--- src/rtl/seg_chk_pkg.sv ---
package seg_chk_pkg;
    typedef enum logic [1:0] {
        KIND_FETCH = 2'b00,
        KIND_READ  = 2'b01,
        KIND_WRITE = 2'b10,
        KIND_RSVD  = 2'b11
    } access_kind_e;

    typedef enum logic [1:0] {
        FLT_NONE = 2'b00,
        FLT_GP   = 2'b01,
        FLT_NP   = 2'b10
    } fault_e;

    typedef enum logic {
        ST_IDLE   = 1'b0,
        ST_RESULT = 1'b1
    } rsp_state_e;
endpackage

--- src/rtl/seg_prot_check.sv ---
module seg_prot_check
    import seg_chk_pkg::*;
#(
    parameter int PRIV_W = 2
) (
    input  access_kind_e      kind,
    input  logic [PRIV_W-1:0] cpl,
    input  logic [PRIV_W-1:0] dpl,
    input  logic [PRIV_W-1:0] rpl,
    input  logic              present,
    input  logic              exec,
    input  logic              rw,
    output logic              np_fault,
    output logic              gp_fault
);
    logic priv_bad;
    logic type_bad;

    always_comb begin
        np_fault = !present;
        priv_bad = 1'b0;
        type_bad = 1'b0;
        unique case (kind)
            KIND_FETCH: begin
                priv_bad = cpl > dpl;
                type_bad = !exec;
            end
            KIND_READ: begin
                priv_bad = (rpl > dpl) || (cpl > dpl);
                type_bad = exec && !rw;
            end
            KIND_WRITE: begin
                priv_bad = (rpl > dpl) || (cpl > dpl);
                type_bad = exec || !rw;
            end
            KIND_RSVD: begin
                type_bad = 1'b1;
            end
        endcase
        gp_fault = priv_bad || type_bad;
    end
endmodule

--- config.mk ---
export PLATFORM = sky130hd
export DESIGN_NAME = seg_prot_check
export DESIGN_NICKNAME = d
export VERILOG_FILES = /design/src/rtl/seg_chk_pkg.sv /design/src/rtl/seg_prot_check.sv
export SDC_FILE = /design/constraint.sdc
export NUM_CORES = 1
export LEC_CHECK = 0
export BUFFER_PORTS_ARGS = -buffer_cell sky130_fd_sc_hd__buf_2
export CAP_MARGIN = 15
export CORE_AREA = 2 2 39 41
export DETAILED_ROUTE_END_ITERATION = 8
export DIE_AREA = 0 0 41 43
export GPL_ROUTABILITY_DRIVEN = 1
export SLEW_MARGIN = 40
export SYNTH_ARGS = -nofsm -noshare
export SYNTH_HDL_FRONTEND = slang
export SYNTH_SLANG_ARGS = --single-unit
--- constraint.sdc ---
create_clock -name vclk -period 2.2
set_clock_uncertainty 0.2 [all_clocks]
set_input_delay 0.11 -clock vclk [all_inputs]
set_output_delay 0.11 -clock vclk [all_outputs]
set_load 0.01 [all_outputs]
# Yosys cells after proc, flatten, opt, wreduce, memory -nomap -nowiden
# Index checks and enable logic that the tools add are counted.
dict set report totals {
  inputBits 11
  word_cells 16
  regBits 0
}
dict set report op_classes {
  eq_ne 3
  order_cmp 2
  n_reduce_logical 9
  mux 2
}
# cell count
set ops {}
lappend ops {{equality test 2 bit (second input constant)} 2}
lappend ops {{> comparator 2 bit} 2}
lappend ops {{case mux 1 bit (4 select lines)} 1}
lappend ops {{zero test 1 bit} 3}
lappend ops {{logical OR 1 bit} 3}
lappend ops {{equality test 2 x 1 -> 1 bit (second input constant)} 1}
lappend ops {{zero test 2 bit} 1}
lappend ops {{case mux 1 bit (2 select lines)} 1}
lappend ops {{OR reduction 2 bit} 1}
lappend ops {{logical AND 1 bit} 1}

# Depth between registers and ports, before layout
dict set report depth {
  ltp_word 4
  mapped_depth 6
  ltp_nobuf 6
}

# Least setup slack after synthesis
# OpenSTA, ideal clock, no wires.
dict set report synth_timing {
  path_type {input to output}
  from {in dpl[1]}
  to {out gp_fault}
  n_path_buf 0
  stages 6
  t_arrival_ps 1107
  setup_slack_ps 783
  required_time_ps 1890
  path_cell_list {inv_1 > ha_1 > nor2b_1 > o211ai_2 > a211oi_1 > or3_1}
}
dict set report synth_between {
  elab_chain_cells 4
  elab_cells_between_ends 5
  classes_between {order compare (2); mux (1); reduce/logical (2)}
}
# item line_no
set synth_lines {}
lappend synth_lines {{start: declaration} seg_prot_check.sv:8} ;# input logic [PRIV_W-1:0] dpl,
lappend synth_lines {{> comparator 2 bit (on tied branches)} {seg_prot_check.sv:29, seg_prot_check.sv:33, seg_prot_check.sv:25}}
lappend synth_lines {{logical OR 1 bit} {seg_prot_check.sv:29, seg_prot_check.sv:33}}
lappend synth_lines {{case mux 1 bit (2 select lines) *} seg_prot_check.sv:23} ;# unique case (kind)
lappend synth_lines {{logical OR 1 bit *} seg_prot_check.sv:40} ;# gp_fault = priv_bad || type_bad;
lappend synth_lines {{end: declaration} seg_prot_check.sv:14} ;# output logic gp_fault
# Mark *: on every way between the ends. The rest lies on a longest branch, timed or not.

# Worst setup path after layout
# Same ends and word-level chain as after synthesis.

==> flow_summary.toml <==
[detailed_routing]
wl_per_cell_um = 6.53
drc = 0
drt_iter0_drc = 0
drt_wl_total_um = 379
dr.pass1.iters = 1
avgViaCountPerCell = 3.62
drtAntennaViolNets = 0
vias = 210

[clock_tree]
cts_resized = 0
cts_hold_buf = 0
cts_setup_buffers = 0

[worst_hold_path]
hp-class = "in2out"
worstHoldStart = "present"
whs_path_depth = 3
min_to = "np_fault"

[setup_path]
critPathCaptureType = "primary output"
arrival_ns = 1.30
crit_required_ns = 1.89
start_kind = "input port"
slowest_delay_ns = 0.29
critPathMaxFanout = 2
crit_path_cell_trace = "buf_2, inv_1, ha_1, nor2b_1, o211ai_2, a211oi_1, or3_1, buf_2"
slowest_stage = "ha_1"
path_class = "in2out"
worst_path_most_repeated_cell = "buf_2"

[synthesis]
synth.distinct_cells = 12
syn_area_um2 = 221
synth_nets = 49
avgSynthCellArea_um2 = 7.64
synth_area_leaders = "ha_1 51%, inv_1 10%, a211oi_1 6.8%"
synth_largest_area_cell = "ha_1"
syn_inst = 29
yosysTopAreaCellShare = 0.508
ys_seq_area_frac = 0
synth_warnings = 0

[floorplan]
start_util = 0.160
pin_count = 13
core_um2 = 1380
dieArea_um2 = 1760
die_y_um = 43
rows = 14
die_x_um = 41

[sta]
period_share = 0.730
max_slew_margin = 0.869
setup_violations = 0
fin_ws_ns = 0.594
setup_tns_ns = 0
rsz0062_at_grt = "no"
fmax_mhz = 623
final_hold_viol_count = 0
tightest_slew_ns = 0.196
finalMaxSlewViolations = 0
final.min_clock_period_ns = 1.61

[grt]
overflow = 0
grt_pass1_wl_um = 724
grt_usage = 0.0529
grt_pass1_vias = 214
antenna_found_initial = 0
grt_max_degree = 5

[run]
cap_viol_max_count = 0

[placed_design]
gp_congestion = 0.605
dp_hpwl_um = 374
place_ws_ns = 0.581
portBuffers = 13

[power]
max-vdd-ir-drop_v = 0.0000320
leakagePower_nw = 0.180
powerDensity_nw_per_um2 = 161

[final_layout]
layout-drive-gt1-share = 0.333
area_growth_pct = 38.4
regArea_um2 = 0
fin_util = 0.222
diodes = 0
nClkBuffers = 0
n_sequential_cell = 0
final_nets = 64

[run_status]
status = "complete, no violations"
==> per-layer routing <==
| metal | GRT usage | wire length [um] | part of all wire |
|---|---|---|---|
| met1 | 0.0728 | 184 | 0.49 |
| met2 | 0.0938 | 173 | 0.46 |
| met3 | 0 | 20 | 0.053 |
| met4 | 0 | 0 | 0 |
| met5 | 0 | 0 | 0 |
==> cells in the mapped netlist <==
master	instances
a211oi_1	2
inv_1	6
or3_1	1
ha_1	9
a21oi_1	2
nor2_1	1
o21ai_1	1
nor2b_1	2
nand2b_1	1
nand2_1	2
nand3b_1	1
o211ai_2	1
==> through the flow <==
step	cells	hold WS, ns	power (mW)	instance area [um^2]
floorplan	29	0.0635	0.0308	221
global placement	58	0.240	0.0492	307
detailed placement	58	0.244	0.0503	307
CTS	58	0.245	0.0507	307
global route	58	0.274	0.0584	307
finish	58	0.242	0.0494	307
==> power breakdown <==
| group | switching [mW] | leakage (nW) | internal [mW] |
|---|---|---|---|
| clock | 0 | 0 | 0 |
| combinational | 0.0236 | 0.180 | 0.0258 |
| sequential | 0 | 0 | 0 |
==> cell type report <==
type	count	area [um^2]
Fill cell	168	1080
Multi-Input combinational cell	23	199
Tap cell	16	20.0
Timing Repair Buffer	13	65.1
Inverter	6	22.5
==> cells by family (layout without fill, tap and decap cells) <==
logic type / Yosys count / after routing / synth area share
adders and majority gates: 9 / 9 / 0.508
and+or+nand+nor: 8 / 8 / 0.198
AOI/OAI and AO/OA: 6 / 6 / 0.192
buffers and inverters: 6 / 19 / 0.102
==> critical path: cells and delay by family <==
kind,cells,cell delay [ns]
AND/OR/NAND/NOR,2,0.43
adder cells (fa/ha/maj),1,0.29
AO/OA/AOI/OAI,2,0.20
buffers and inverters,3,0.26
==> cell usage in the layout, fill, tap and decap left out <==
cell      netlist  routed
nor2_1          1       1
nand2_1         2       2
nand3b_1        1       1
or3_1           1       1
o211ai_2        1       1
a21oi_1         2       2
o21ai_1         1       1
a211oi_1        2       2
inv_1           6       6
nor2b_1         2       2
nand2b_1        1       1
buf_2           0      13
ha_1            9       9
==> worst max path at each step <==
stage	start	to	slack (ns)	cells past startpoint
final	dpl[1]	gp_fault	0.59	8
after global routing	dpl[1]	gp_fault	0.49	8
after CTS	dpl[1]	gp_fault	0.58	8
after detailed placement	dpl[1]	gp_fault	0.58	8
after global placement	dpl[1]	gp_fault	0.59	8
after floorplan	dpl[1]	gp_fault	0.78	6
No activity file was read; power rests on OpenSTA's default activity.
